`config.mk`:
```
export PLATFORM = sky130hd
export DESIGN_NAME = spi_fifo_irq
export DESIGN_NICKNAME = d
export VERILOG_FILES = /design/src/rtl/spi_fifo_irq.sv
export SDC_FILE = /design/constraint.sdc
export NUM_CORES = 1
export LEC_CHECK = 0
export BUFFER_PORTS_ARGS = -buffer_cell sky130_fd_sc_hd__buf_2
export CAP_MARGIN = 20
export CORE_AREA = 2 2 361 363
export DETAILED_ROUTE_END_ITERATION = 10
export DIE_AREA = 0 0 363 365
export PLACE_DENSITY = 0.55
export SLEW_MARGIN = 20
export SYNTH_ARGS = -nofsm -noshare
export SYNTH_HDL_FRONTEND = slang
export SYNTH_SLANG_ARGS = --single-unit
```
`constraint.sdc`:
```
create_clock -name clk -period 3.38 [get_ports clk]
set_input_delay 0.507 -clock clk [delete_from_list [all_inputs] [get_ports clk]]
set_output_delay 0.507 -clock clk [all_outputs]
set_load 0.005 [all_outputs]
```
`src/rtl/spi_fifo_irq.sv`:
```
module spi_fifo_irq #(
  parameter int DEPTH = 64
) (
  input  logic        clk,
  input  logic        rst_n,
  input  logic        reg_wr,
  input  logic        reg_rd,
  input  logic [2:0]  reg_addr,
  input  logic [31:0] reg_wdata,
  output logic [31:0] reg_rdata,
  input  logic        tx_pop,
  output logic [7:0]  tx_byte,
  input  logic        rx_push,
  input  logic [7:0]  rx_byte,
  input  logic        xfer_done,
  input  logic        cs_idle,
  output logic        irq
);
  localparam int AW = $clog2(DEPTH);
  localparam int CW = AW + 1;
  localparam logic [CW-1:0] FULL_CNT = CW'(DEPTH);
  localparam logic [2:0] A_CTRL = 3'd0, A_LVL = 3'd1, A_MASK = 3'd2,
                         A_EVT = 3'd3, A_TXD = 3'd4, A_RXD = 3'd5;
  localparam logic [13:0] EV_BITS = 14'h3F77;

  logic [7:0]    tx_mem [DEPTH];
  logic [7:0]    rx_mem [DEPTH];
  logic [AW-1:0] tx_wp, tx_rp, rx_wp, rx_rp;
  logic [CW-1:0] tx_cnt, rx_cnt;
  logic [7:0]    tx_thr, rx_thr;
  logic          tx_flush, rx_flush;
  logic [13:0]   mask, evt, evt_set;

  wire wr_ctrl = reg_wr && reg_addr == A_CTRL;
  wire wr_mask = reg_wr && reg_addr == A_MASK;
  wire wr_evt  = reg_wr && reg_addr == A_EVT;
  wire tx_wr   = reg_wr && reg_addr == A_TXD;
  wire rx_rd   = reg_rd && reg_addr == A_RXD;

  wire tx_full  = tx_cnt == FULL_CNT;
  wire tx_empty = tx_cnt == '0;
  wire rx_full  = rx_cnt == FULL_CNT;
  wire rx_empty = rx_cnt == '0;

  wire tx_in  = tx_wr   && !tx_full  && !tx_flush;
  wire tx_out = tx_pop  && !tx_empty && !tx_flush;
  wire rx_in  = rx_push && !rx_full  && !rx_flush;
  wire rx_out = rx_rd   && !rx_empty && !rx_flush;

  logic unused_bits;
  assign unused_bits = ^{reg_wdata[30:24], reg_wdata[14:8]};

  always_ff @(posedge clk) begin
    if (tx_in) tx_mem[tx_wp] <= reg_wdata[7:0];
    if (rx_in) rx_mem[rx_wp] <= rx_byte;
  end

  always_ff @(posedge clk) begin
    if (!rst_n) begin
      tx_wp <= '0; tx_rp <= '0; tx_cnt <= '0;
    end else if (tx_flush) begin
      tx_wp <= '0; tx_rp <= '0; tx_cnt <= '0;
    end else begin
      if (tx_in)  tx_wp <= tx_wp + 1'b1;
      if (tx_out) tx_rp <= tx_rp + 1'b1;
      tx_cnt <= tx_cnt + CW'(tx_in) - CW'(tx_out);
    end
  end

  always_ff @(posedge clk) begin
    if (!rst_n) begin
      rx_wp <= '0; rx_rp <= '0; rx_cnt <= '0;
    end else if (rx_flush) begin
      rx_wp <= '0; rx_rp <= '0; rx_cnt <= '0;
    end else begin
      if (rx_in)  rx_wp <= rx_wp + 1'b1;
      if (rx_out) rx_rp <= rx_rp + 1'b1;
      rx_cnt <= rx_cnt + CW'(rx_in) - CW'(rx_out);
    end
  end

  always_ff @(posedge clk) begin
    if (!rst_n) begin
      tx_flush <= 1'b0; rx_flush <= 1'b0;
      tx_thr <= '0; rx_thr <= '0;
      mask <= '0;
    end else begin
      tx_flush <= wr_ctrl && reg_wdata[31];
      rx_flush <= wr_ctrl && reg_wdata[15];
      if (wr_ctrl) begin
        tx_thr <= reg_wdata[23:16];
        rx_thr <= reg_wdata[7:0];
      end
      if (wr_mask) mask <= reg_wdata[13:0] & EV_BITS;
    end
  end

  always_comb begin
    evt_set     = '0;
    evt_set[0]  = 8'(rx_cnt) >= rx_thr;
    evt_set[1]  = rx_empty;
    evt_set[2]  = rx_full;
    evt_set[4]  = 8'(tx_cnt) <= tx_thr;
    evt_set[5]  = tx_empty;
    evt_set[6]  = tx_full;
    evt_set[8]  = rx_push && rx_full;
    evt_set[9]  = rx_rd && rx_empty;
    evt_set[10] = tx_wr && tx_full;
    evt_set[11] = tx_pop && tx_empty;
    evt_set[12] = xfer_done;
    evt_set[13] = cs_idle;
  end

  always_ff @(posedge clk) begin
    if (!rst_n) evt <= '0;
    else        evt <= (evt & ~(wr_evt ? reg_wdata[13:0] : 14'h0)) | evt_set;
  end

  assign tx_byte = tx_empty ? 8'h00 : tx_mem[tx_rp];
  assign irq     = |(evt & mask);

  always_comb begin
    case (reg_addr)
      A_CTRL:  reg_rdata = {tx_flush, 7'b0, tx_thr, rx_flush, 7'b0, rx_thr};
      A_LVL:   reg_rdata = {8'b0, 8'(tx_cnt), 8'b0, 8'(rx_cnt)};
      A_MASK:  reg_rdata = {18'b0, mask};
      A_EVT:   reg_rdata = {18'b0, evt};
      A_RXD:   reg_rdata = {24'b0, rx_empty ? 8'h00 : rx_mem[rx_rp]};
      default: reg_rdata = '0;
    endcase
  end

  AST_TX_BOUND: assert property (@(posedge clk) disable iff (!rst_n)
    tx_cnt <= FULL_CNT && rx_cnt <= FULL_CNT);
  AST_TX_OVERRUN: assert property (@(posedge clk) disable iff (!rst_n)
    (tx_wr && tx_full) |=> (evt[10] && tx_cnt == FULL_CNT));
  AST_RX_UNDERRUN: assert property (@(posedge clk) disable iff (!rst_n)
    (rx_rd && rx_empty) |=> evt[9]);
  AST_FLUSH_DONE: assert property (@(posedge clk) disable iff (!rst_n)
    (tx_flush && !(wr_ctrl && reg_wdata[31])) |=> (!tx_flush && tx_cnt == '0));
  AST_IRQ_MASKED: assert property (@(posedge clk) disable iff (!rst_n)
    (wr_mask && reg_wdata[13:0] == 14'h0) |=> !irq);
endmodule

```
After elaboration in Yosys (flattened, before gate mapping)
Memories as Yosys holds them, arrays and structs flattened. A register that Yosys moved wholly into a read port is not among the register bits.
Index checks and enable logic that the tools add are counted.
{"block": "classes", "n_eq_ne": 7, "div_mod_pow": 0, "mul": 0, "n_lt_le_gt_ge": 2, "reduce_logical": 31, "n_shift": 0, "bitwise": 5, "add_sub_neg": 8, "mux": 12}
{"op": "one-hot mux 32 bit (5 select lines)", "count": 1}
{"op": "AND 14 bit", "count": 2}
{"op": "adder 6 x 1 -> 6 bit (second input constant)", "count": 4}
{"op": "two-way mux 6 bit", "count": 4}
{"op": "logical AND 1 bit", "count": 19}
{"op": "two-way mux 8 bit", "count": 2}
{"op": "adder 7 x 1 -> 7 bit", "count": 2}
{"op": "equality test 7 bit (second input constant)", "count": 2}
{"op": "logical NOT 7 bit", "count": 2}
{"op": "two-way mux 14 bit", "count": 1}
{"op": "inverter 14 bit", "count": 1}
{"op": "bitwise OR 14 bit", "count": 1}
{"op": "OR reduction 14 bit", "count": 1}
{"op": "subtractor 7 x 1 -> 7 bit", "count": 2}
{"op": ">= comparator 7 x 8 -> 1 bit", "count": 1}
{"op": "<= comparator 7 x 8 -> 1 bit", "count": 1}
{"op": "equality test 3 x 2 -> 1 bit (second input constant)", "count": 2}
{"op": "equality test 3 bit (second input constant)", "count": 2}
{"op": "logical NOT 1 bit", "count": 6}
{"op": "two-way mux 1 bit", "count": 4}
{"op": "OR reduction 2 bit", "count": 2}
{"op": "equality test 3 x 1 -> 1 bit (second input constant)", "count": 1}
{"op": "logical NOT 3 bit", "count": 1}
{"op": "inverter 1 bit", "count": 1}
{"block": "word_totals", "romBits": 0, "memories": 2, "latchBits": 0, "ff_bits": 82, "mem_bits_rw": 1024, "word_cells": 79}
{"memory": "rx_mem", "words": 64, "width": 8, "rd": 1, "rd_ports_with_merged_regs": 1, "wr": 1, "line": "27", "source": "logic [7:0] rx_mem [DEPTH];"}
{"memory": "tx_mem", "words": 64, "width": 8, "rd": 1, "rd_ports_with_merged_regs": 1, "wr": 1, "line": "26", "source": "logic [7:0] tx_mem [DEPTH];"}

Depth between registers and ports, before layout
Gate-level depths: netlist of run 1.
{"block": "logic_depth", "word_depth": 6, "ltp_mapped": 16}

Worst setup path after synthesis of run 1
Ideal clock, no wire load.
{"block": "synth_path", "path_type": "register to register", "startpoint": "reg rx_cnt[2]", "endpoint": "reg rx_cnt[6]", "t_arrival_ns": 2.784, "synth_period_minus_slack_ns": 2.909, "path_stages_with_launch": 16, "setup_slack_ns": 0.471, "path_cell_list": "dfxtp_1 > inv_1 > ha_1 > and4bb_2 > a211o_1 > xor2_1 > nor2_1 > ha_1 > inv_1 > fa_1 > nand2b_1 > a21oi_1 > o21ai_0 > a21oi_1 > or3_1 > a21oi_1"}
{"block": "synth_via", "elab_chain_cells": 6, "elab_cells_between_ends": 10}
{"item": "from (decl)", "line": "29", "source": "logic [CW-1:0] tx_cnt, rx_cnt;"}
{"item": "from (signal assigned)", "line": "78", "source": "rx_cnt <= rx_cnt + CW'(rx_in) - CW'(rx_out);"}
{"item": "equality test 7 bit", "line": "42", "source": "wire rx_full = rx_cnt == FULL_CNT;"}
{"item": "logical NOT 1 bit", "line": "47", "source": "wire rx_in = rx_push && !rx_full && !rx_flush;"}
{"item": "logical AND 1 bit (2 in a row)", "line": "47"}
{"item": "adder 7 x 1 -> 7 bit", "line": "78"}
{"item": "subtractor 7 x 1 -> 7 bit (*)", "line": "78"}
Every way passes the cells marked *; elsewhere a longest branch is shown, timed or not.
A chain may end at the register's enable or synchronous reset.

==> flow_summary.json, run 1 <==
{
  "grt-ovfl-total": 0,
  "setup_viol": 16,
  "finalCriticalPeriod_ns": 3.659,
  "cts_tree": "done",
  "syn_avg_cell_area_sq_um": 18.43,
  "switchingPower_mw": 7.750,
  "clk_latency_ns": 0.72,
  "seq_power_share_pct": 47.8,
  "antenna_found_initial": 2,
  "drtAntennaViolNets": 0,
  "swShare_pct": 24.05,
  "setup_slack_ns": -0.2790,
  "post-route-drc-count": 0,
  "final_nets": 2955,
  "path_clk_slew_ns": 0.06,
  "io_pins": 92,
  "viasPerCell": 5.190,
  "critPathMaxFanout": 7,
  "cp.arrival_ns": 3.15,
  "die-area_sq_mm": 0.1325,
  "die_h_um": 365,
  "synth-seq-area-share_pct": 73.11,
  "synthFlopType": "edfxtp_1",
  "cp_slowest_stage_delay_ns": 0.54,
  "gp_congestion": 0.8448,
  "synth_edf_count": 1024,
  "endpoint_kind": "output pin",
  "finalSetupTns_ns": -3.365,
  "grt_pass1_vias": 24710,
  "max_freq_mhz": 273.3,
  "cts_root_buf": "clkbuf_16",
  "hpwl_um": 71980,
  "outcome": "finished with violations",
  "power_density_mw_per_mm2": 595.9,
  "ys_async_sr_fraction_pct": 0,
  "utilization_pct": 42.03,
  "fin_skew_ns": 0.02506,
  "ir_drop_v": 0.0005413,
  "dr.pass1.iters": 7,
  "grt_pass1_wl_um": 163800,
  "hold_viol": 0,
  "start_util_pct": 34.69,
  "drv_cap": 0,
  "clkPwrFrac_pct": 36.8,
  "dp_slack_ns": 0.1972,
  "combPwrFrac_pct": 15.3,
  "slew_headroom_pct": 27.97,
  "drtIter0Drc": 2334,
  "syn-cell-area_sq_mm": 0.04463,
  "leakagePower_nw": 17.43,
  "coreArea_sq_mm": 0.1287,
  "drt_wl_total_um": 112600,
  "timing.hold.ws_ns": 0.05950,
  "total_power_mw": 32.23,
  "num_vias": 24050,
  "slowest_stage": "mux4_2",
  "rsz0062_at_grt": "yes",
  "period_share_pct": 108.3,
  "cts_made_buffers": 110,
  "yosys_warnings": 0,
  "worst_setup_path_start_kind": "flip-flop",
  "worst_ep_required_time_ns": 2.87,
  "grt_max_degree": 57,
  "std_cell_rows": 132,
  "num_antenna_cells": 0,
  "path_cells": "buf_12 -> buf_12 -> buf_16 -> mux4_2 -> mux4_2 -> a32oi_1 -> o21ai_2 -> buf_2",
  "wire_per_inst_um": 24.31,
  "synth_cell_types": 66,
  "numPortBuffers": 75,
  "area_growth_pct": 21.16,
  "cellInternalPower_mw": 24.48,
  "path_class": "flip-flop to output pin",
  "slew_violations": 0,
  "cts_num_sinks": 1118,
  "h-tree-depth": 3,
  "drive_gt1_share_pct": 32.29,
  "worst_slew_pin_slew_ns": 1.081,
  "grt_usage_pct": 16.80,
  "syn_inst": 2422,
  "die_width_um": 363,
  "failed_checks": "setup timing",
  "clockBufferDepth": 3,
  "hold_class": "input pin to flip-flop",
  "synth_seq_cells": 1118
}
critical path, delay by kind of cell, from the launching register on:
kind,cells,cell delay [ns]
muxes,2,1.07
DFF,1,0.36
buffers and inverters,4,0.60
AOI/OAI and AO/OA,2,0.40
through the flow:
step | instances | instance area (sq um)
floorplan | 2429 | 44660
global placement | 4316 | 48710
detailed placement | 4317 | 48730
CTS | 4589 | 53390
global route | 4633 | 54080
finish | 4633 | 54080
cells in the mapped netlist, types with 8 or more instances:
master       n  area share [%]
a211oi_1    21            0.35
a21oi_1     78            0.87
a22oi_1     39            0.66
buf_1       19            0.16
buf_2       31            0.35
buf_4       23            0.39
buf_6       13            0.33
clkbuf_1    48            0.40
dfxtp_1     94             4.2
edfxtp_1  1024              69
ha_1        34            0.95
inv_1       44            0.37
mux2_2      11            0.28
mux2i_1    102             2.3
mux4_2     254              13
nand2_1    114            0.96
nand2b_1    14            0.20
nand3_1     14            0.16
nand3b_1     8            0.13
nand4_1      8            0.11
nor2_1     227             1.9
nor2b_1     25            0.35
nor3_1      15            0.17
o21ai_0     16            0.18
o22ai_1     16            0.22
or3_1        9            0.13
xor2_1      21            0.41
power by group through the flow:
stage | Combinational (mW) | Sequential, mW | Clock (mW)
after floorplan | 2.62 | 15.7 | 0
after global placement | 4.04 | 15.8 | 0
after detailed placement | 4.12 | 15.8 | 0
after CTS | 4.69 | 15.4 | 12.2
after global routing | 5.30 | 15.4 | 12.6
final | 4.94 | 15.4 | 11.9
cells in the final DEF (no fill, tap or decap), drive strengths merged, types with 8 or more instances in the layout:
cell type | synthesis | routed
nand3 | 14 | 14
nor2 | 228 | 228
nand3b | 8 | 8
xor2 | 21 | 21
nand2 | 114 | 114
conb | 1 | 8
inv | 45 | 50
nand4 | 8 | 8
ha | 34 | 34
mux4 | 254 | 254
nor3 | 15 | 15
mux2i | 102 | 102
a21oi | 79 | 79
clkinv | 1 | 43
a211oi | 21 | 21
mux2 | 11 | 11
o21ai | 22 | 22
clkbuf | 49 | 148
edfxtp | 1024 | 1024
o22ai | 16 | 16
buf | 87 | 443
nor2b | 25 | 25
a22oi | 39 | 39
dlygate4sd3 | 0 | 16
or3 | 9 | 9
dfxtp | 94 | 94
nand2b | 14 | 14
layout make-up:
type	count	area, sq um
fillers	11240	74580
flip-flops and latches	1118	32660
multi-input cells	1129	11560
repair buffers	463	4114
clock buffers	144	2994
well taps	1675	2096
clock inverters	58	485.5
inverters	46	172.7
sequential cells by signal, summed over array words and instances, names as in the netlist, 6 cells and up, named ones only:
| signal | cells |
|---|---|
| rx_cnt | 7 |
| tx_cnt | 7 |
| tx_mem | 512 |
| rx_thr | 8 |
| evt | 14 |
| rx_wp | 6 |
| tx_thr | 8 |
| tx_rp | 6 |
| tx_wp | 6 |
| rx_rp | 6 |
| mask | 12 |
| rx_mem | 512 |
timing repair:
item,CTS,global route
hold buffers,16,0
buffers inserted,50,41
endpoints found under the setup margin,16,18
gates cloned,6,4
hold endpoints to repair,16,0
pin swaps,14,23
resized for setup,88,58
worst paths after layout:
check	startpoint	to	depth (start not counted)	slack [ns]
max	flip-flop	tx_byte[4]	8	-0.28
min	reg_wdata[11]	mask[11]$_SDFFE_PN0P_	3	0.06
max reg2reg	tx_cnt[4]$_SDFF_PP0_	tx_cnt[6]$_SDFF_PP0_	16	0.26
min reg2reg	evt[3]$_SDFF_PN0_	evt[3]$_SDFF_PN0_	2	0.44
routing by layer:
layer | GRT usage [%] | part of all wire [%] | wire (um)
met3 | 2.576 | 4.8 | 5457
met5 | 0 | 0.012 | 13
met2 | 28.27 | 50 | 55980
met4 | 5.549 | 3.0 | 3417
met1 | 22.35 | 42 | 47770
kinds of logic after synthesis:
group	count (synthesis)	synth area share, %
flip-flops	1118	73.11
other	1	0.008402
AO/OA/AOI/OAI	217	3.117
adder cells (fa/ha/maj)	36	1.043
XOR/XNOR	28	0.5494
buffers and inverters	182	2.058
AND/OR/NAND/NOR	473	4.735
multiplexers	367	15.38
Note: power is estimated with default switching activity, not from simulation.
==> run 2: changes to the inputs <==
--- a/config.mk
+++ b/config.mk
@@ -5,12 +5,13 @@
 export SDC_FILE = /design/constraint.sdc
 export NUM_CORES = 1
 export LEC_CHECK = 0
+export ABC_AREA = 1
 export BUFFER_PORTS_ARGS = -buffer_cell sky130_fd_sc_hd__buf_2
 export CAP_MARGIN = 20
-export CORE_AREA = 2 2 361 363
+export CORE_AREA = 2 2 368 370
 export DETAILED_ROUTE_END_ITERATION = 10
-export DIE_AREA = 0 0 363 365
-export PLACE_DENSITY = 0.55
+export DIE_AREA = 0 0 370 372
+export PLACE_DENSITY_LB_ADDON = 0.08
 export SLEW_MARGIN = 20
 export SYNTH_ARGS = -nofsm -noshare
 export SYNTH_HDL_FRONTEND = slang
==> flow_summary.json, run 2 <==
{
  "outcome": "finished clean",
  "synth-seq-area-share_pct": 70.07,
  "synth_cell_types": 40,
  "r2r_start": "rx_cnt[2]$_SDFF_PP0_",
  "start_util_pct": 34.68,
  "cp_slowest_stage_delay_ns": 0.41,
  "antenna_found_initial": 1,
  "placed_area_sq_mm": 0.04984,
  "cts_root_buf": "clkbuf_16",
  "multi_input_area_sq_mm": 0.01346,
  "cellInternalPower_mw": 24.89,
  "coreArea_sq_mm": 0.1343,
  "power_density_mw_per_mm2": 598.7,
  "final_cell_mix": "nand2_1 (1285), edfxtp_1 (1024), nand3_1 (764)",
  "period_share_pct": 99.21,
  "drtIter0Drc": 2686,
  "synthFlopType": "edfxtp_1",
  "grt_max_degree": 68,
  "worst_slew_pin_slew_ns": 0.9574,
  "reg_top3": "rx_mem: 512 flops, tx_mem: 512 flops, evt: 14 flops",
  "swShare_pct": 27.24,
  "critPathMaxFanout": 9,
  "grt-ovfl-total": 0,
  "h-tree-depth": 4,
  "grt_pass1_vias": 30290,
  "rsz0062_at_grt": "yes",
  "synth_top_area_share_pct": 66.03,
  "num_vias": 32200,
  "clkPwrFrac_pct": 38.6,
  "hold_class": "input pin to flip-flop",
  "seq_power_share_pct": 45.0,
  "synth_edf_count": 1024,
  "slew_violations": 0,
  "viasPerCell": 5.066,
  "utilization_pct": 42.56,
  "yosys_warnings": 0,
  "cts_made_buffers": 131,
  "stdcell_area_sq_mm": 0.05715,
  "leakagePower_nw": 20.91,
  "drv_cap": 0,
  "cts_tree": "done",
  "dp_slack_ns": 0.3598,
  "syn-cell-area_sq_mm": 0.04657,
  "cts_num_sinks": 1118,
  "fillers": 12700,
  "die_h_um": 372,
  "gp_congestion": 0.7884,
  "synth_seq_cells": 1118,
  "drtAntennaViolNets": 0,
  "yosysMostFrequentCell": "nand2_1",
  "hold_viol": 0,
  "ys_async_sr_fraction_pct": 0,
  "setup_viol": 0,
  "worst_ep_required_time_ns": 2.87,
  "path_clk_slew_ns": 0.06,
  "num_antenna_cells": 0,
  "clk_latency_ns": 0.76,
  "total_power_mw": 34.21,
  "slowest_stage": "dfxtp_4",
  "hpwl_um": 80210,
  "finalCriticalPeriod_ns": 3.353,
  "yosysTopAreaCell": "edfxtp_1",
  "setup_slack_ns": 0.02672,
  "syn_inst": 4217,
  "clockBufferDepth": 3,
  "cpMostUsedCell": "nand2_2",
  "std_cell_rows": 135,
  "area_growth_pct": 22.71,
  "path_cells": "buf_12 -> buf_16 -> buf_16 -> nand2_1 -> nand3_1 -> nand3_1 -> nand2_2 -> nand2_2 -> nand3_4 -> nand3_4 -> nand2_4 -> nand2_2 -> nand2_2 -> buf_2",
  "grt_pass1_wl_um": 208800,
  "ir_drop_v": 0.0005370,
  "post-route-drc-count": 0,
  "die-area_sq_mm": 0.1376,
  "slew_headroom_pct": 36.17,
  "final_common_cell": "nand2_1",
  "numPortBuffers": 75,
  "worst_setup_path_start_kind": "flip-flop",
  "synthTopCellsByCount": "nand2_1 (1387), edfxtp_1 (1024), nand3_1 (902)",
  "max_freq_mhz": 298.2,
  "combPwrFrac_pct": 16.4,
  "dr.pass1.iters": 5,
  "min_from": "reg_wdata[8]",
  "wire_per_inst_um": 22.86,
  "cp.arrival_ns": 2.85,
  "grt_usage_pct": 20.68,
  "syn_avg_cell_area_sq_um": 11.04,
  "final_nets": 4569,
  "finalSetupTns_ns": 0,
  "switchingPower_mw": 9.320,
  "io_pins": 92,
  "seq_area_sq_mm": 0.03265,
  "fin_skew_ns": 0.02366,
  "die_width_um": 370,
  "drt_wl_total_um": 145300,
  "synthTopCellsByArea": "edfxtp_1 (66%), nand2_1 (11%), nand3_1 (9.7%)",
  "endpoint_kind": "output pin",
  "drive_gt1_share_pct": 17.68,
  "path_class": "flip-flop to output pin"
}
-- run 2: changes by cell type after synthesis, sizes merged, moves of 31 or more --
cell   before   now
buf        87   181
o21ai      22    53
nand2     114  1391
nor2      228   183
mux2i     102     0
mux4      254     0
inv        45   120
nand3      14   908
a22oi      39     0
-- run 2: power groups by stage --
| stage | logic, mW | registers (mW) | clock network (mW) |
|---|---|---|---|
| global route | 6.18 | 15.4 | 14.0 |
| finish | 5.61 | 15.4 | 13.2 |
| global placement | 4.45 | 15.7 | 0 |
| detailed placement | 4.46 | 15.7 | 0 |
| CTS | 5.30 | 15.4 | 13.5 |
| floorplan | 2.76 | 15.6 | 0 |
-- run 2: worst paths after layout --
check                                  to  slack [ns]  depth (start not counted)
setup / recovery             reg_rdata[3]        0.03                         14
hold / removal       mask[8]$_SDFFE_PN0P_        0.06                          3
setup reg to reg  rx_mem[17][6]$_DFFE_PP_        0.34                         10
hold reg to reg         evt[7]$_SDFF_PN0_        0.45                          2
-- run 2: repair_timing --
item                                    in CTS  in global routing
hold buffers                                 8                  0
gates cloned                                37                 17
endpoints found under the setup margin      16                 16
gates resized for setup                    227                141
endpoints found under the hold margin        8                  0
setup buffers                               31                  7
pin swaps                                   47                107
-- run 2: kinds of logic after synthesis --
logic type      after synthesis  share of synthesized area (%)
compound gates              181                          2.144
xor+xnor                      3                        0.05643
fa+ha+maj                    36                         0.9995
buf+inv                     368                          3.622
flops                      1118                          70.07
other cells                   1                       0.008053
simple gates               2510                          23.10
-- run 2: stage by stage --
step | hold WS, ns | std cells
after floorplan | 0.4119 | 4224
after global placement | 0.4383 | 6036
after global routing | 0.05080 | 6356
after detailed placement | 0.4442 | 6036
after CTS | 0.0004922 | 6337
final | 0.06150 | 6356
-- run 2: final cells by class --
class,instances,share of cell area [%]
timing repair buffer,366,7.611
multi-input combinational,2738,23.55
tap,1781,3.899
timing repair inverter,3,0.05474
inverter,124,0.9108
sequential,1118,57.13
clock inverter,54,0.6503
clock buffer,172,6.192
-- run 2: routing by layer --
metal | GRT usage (%) | wire length [um] | up-vias
li1 | - | - | 15270
met1 | 31.52 | 71230 | 15950
met2 | 30.92 | 64000 | 817
met3 | 2.876 | 7515 | 162
met4 | 4.995 | 2546 | 0
met5 | 0 | 0 | -
-- run 2: critical path, delay by kind of cell (launching register included) --
kind,cells,cell delay [ns]
simple gates,10,1.01
buf+inv,4,0.66
flops,1,0.41
==> run 3: changes to the inputs <==
==> constraint.sdc (replaced) <==
create_clock -name clk -period 3.38 [get_ports clk]
set_input_delay 0 -clock clk [delete_from_list [all_inputs] [get_ports clk]]
set_output_delay 0 -clock clk [all_outputs]
set_load 0.005 [all_outputs]
==> flow_summary.json, run 3 (same netlist as run 2, synthesis figures left out) <==
{
  "outcome": "finished clean",
  "coreArea_sq_mm": 0.1343,
  "drt_wl_total_um": 137100,
  "hold_path_depth": 1,
  "r2r_start": "rx_cnt[2]$_SDFF_PP0_",
  "cp.arrival_ns": 3.22,
  "cpMostUsedCell": "nand2_1",
  "worst_setup_path_start_kind": "flip-flop",
  "endpoint_kind": "output pin",
  "rrSetupSlack_ns": 0.45,
  "finalCriticalPeriod_ns": 3.218,
  "die-area_sq_mm": 0.1376,
  "h-tree-depth": 3,
  "slew_violations": 0,
  "drtAntennaViolNets": 0,
  "gp_congestion": 0.7903,
  "die_h_um": 372,
  "path_buf_inv": 4,
  "fillers": 13020,
  "reg_top3": "rx_mem: 512 flops, tx_mem: 512 flops, evt: 14 flops",
  "setup_viol": 0,
  "drtIter0Drc": 2844,
  "leakagePower_nw": 19.80,
  "worst_slew_pin_slew_ns": 1.103,
  "viasPerCell": 4.993,
  "antenna_found_initial": 1,
  "grt_usage_pct": 19.72,
  "period_share_pct": 95.20,
  "multi_input_area_sq_mm": 0.01229,
  "io_pins": 92,
  "ir_drop_v": 0.0003824,
  "numPortBuffers": 75,
  "path_cells": "buf_12 -> inv_8 -> buf_6 -> nand2_1 -> nand3_1 -> nand3_1 -> nand2_1 -> nand2_1 -> nand3_1 -> nand3_1 -> nand2_1 -> nand2_1 -> nand2_1 -> buf_2",
  "drive_gt1_share_pct": 10.43,
  "hold_viol": 0,
  "cp_num_cells": 14,
  "final_common_cell": "nand2_1",
  "die_width_um": 370,
  "grt-ovfl-total": 0,
  "start_util_pct": 34.68,
  "finalSetupTns_ns": 0,
  "min_from": "rx_byte[5]",
  "worst_r2r_path_depth": 19,
  "max_freq_mhz": 310.8,
  "hpwl_um": 80940,
  "num_antenna_cells": 0,
  "cts_root_buf": "clkbuf_16",
  "cts_num_sinks": 1118,
  "clockBufferDepth": 3,
  "final_nets": 4524,
  "seq_area_sq_mm": 0.03265,
  "wire_per_inst_um": 21.67,
  "grt_pass1_wl_um": 203100,
  "rsz0062_at_grt": "no",
  "clk_latency_ns": 0.74,
  "critPathMaxFanout": 65,
  "final_cell_mix": "nand2_1 (1387), edfxtp_1 (1024), nand3_1 (901)",
  "cts_made_buffers": 121,
  "critPathTopFamily": "simple AND/OR/NAND/NOR gates",
  "slew_headroom_pct": 26.44,
  "dr.pass1.iters": 5,
  "path_clk_slew_ns": 0.06,
  "worst_ep_required_time_ns": 3.38,
  "grt_pass1_vias": 30260,
  "hold_class": "input pin to flip-flop",
  "power_density_mw_per_mm2": 603.1,
  "grt_max_degree": 109,
  "num_vias": 31590,
  "cts_tree": "done",
  "drv_cap": 0,
  "std_cell_rows": 135,
  "slowest_stage": "buf_6",
  "area_growth_pct": 16.68,
  "fin_skew_ns": 0.03507,
  "cp_slowest_stage_delay_ns": 0.47,
  "path_class": "flip-flop to output pin",
  "total_power_mw": 32.77,
  "post-route-drc-count": 0
}
run 3: cell types whose count changed in the layout (fill, tap and decap cells not counted), moves of 43 or more:
cell,change
nand3_1,+137
nand3_2,-119
nand2_1,+102
nand2_2,-91
dlygate4sd3_1,+61
buf_16,-43
run 3: power by group:
| group | leakage, nW | internal (mW) | switching (mW) |
|---|---|---|---|
| registers | 9.98 | 15.3 | 0.189 |
| clock network | 1.89 | 7.35 | 5.56 |
| logic | 7.93 | 1.32 | 3.10 |
| total | 19.8 | 23.9 | 8.85 |
run 3: layout make-up:
class	count	area share, %
sequential	1118	60.09
multi-input combinational	2738	22.61
clock buffer	156	6.042
timing repair buffer	334	5.229
tap	1781	4.101
clock inverter	75	1.034
inverter	124	0.8935
run 3: worst paths after layout:
| check | to |
|---|---|
| setup / recovery | reg_rdata[0] |
| hold / removal | rx_mem[35][5]$_DFFE_PP_ |
| setup reg to reg | rx_cnt[6]$_SDFF_PP0_ |
| hold reg to reg | evt[3]$_SDFF_PN0_ |
run 3: metrics by stage:
step / hold slack, ns / cells / util (%) / cell area [sq um] / setup WS [ns]
after detailed placement: 0.2207 / 6021 / 37.00 / 49690 / 0.4241
after CTS: 0.002685 / 6321 / 40.39 / 54240 / 0.04167
after global routing: 0.04320 / 6326 / 40.46 / 54340 / 0.01034
after floorplan: 0.09887 / 4224 / - / 46590 / 0.6409
after global placement: 0.2132 / 6021 / 37.00 / 49690 / 0.3951
final: 0.03474 / 6326 / 40.46 / 54340 / 0.1623
run 3: worst reg2reg max path, cell delays in order, from the launching register on:
cell	delay, ns
dfxtp_1	0.36
inv_1	0.09
ha_1	0.20
nand2_1	0.08
nor2_2	0.06
nand3_1	0.18
nand3_2	0.17
nor2_1	0.21
inv_1	0.09
nand2_1	0.07
ha_1	0.16
inv_1	0.06
fa_1	0.41
nor2_1	0.11
o21ai_0	0.08
nand2_1	0.10
nand2_1	0.06
a21oi_1	0.17
o21ai_0	0.10
a21oi_1	0.13
run 3: repair_timing:
item,in CTS,in global routing
hold buffers,68,1
endpoints found under the hold margin,528,61
buffers inserted,1,3
gates resized for setup,2,8
setup endpoints to repair,8,11
run 3: per-layer routing:
metal  part of all wire, %  vias to the layer above  global-route usage (%)
met1                    50                    15580                   30.39
met5                     0                        -                       0
met4                   1.8                        0                   4.816
li1                      -                    15150                       -
met3                   4.4                      157                   2.472
met2                    44                      699                   29.29
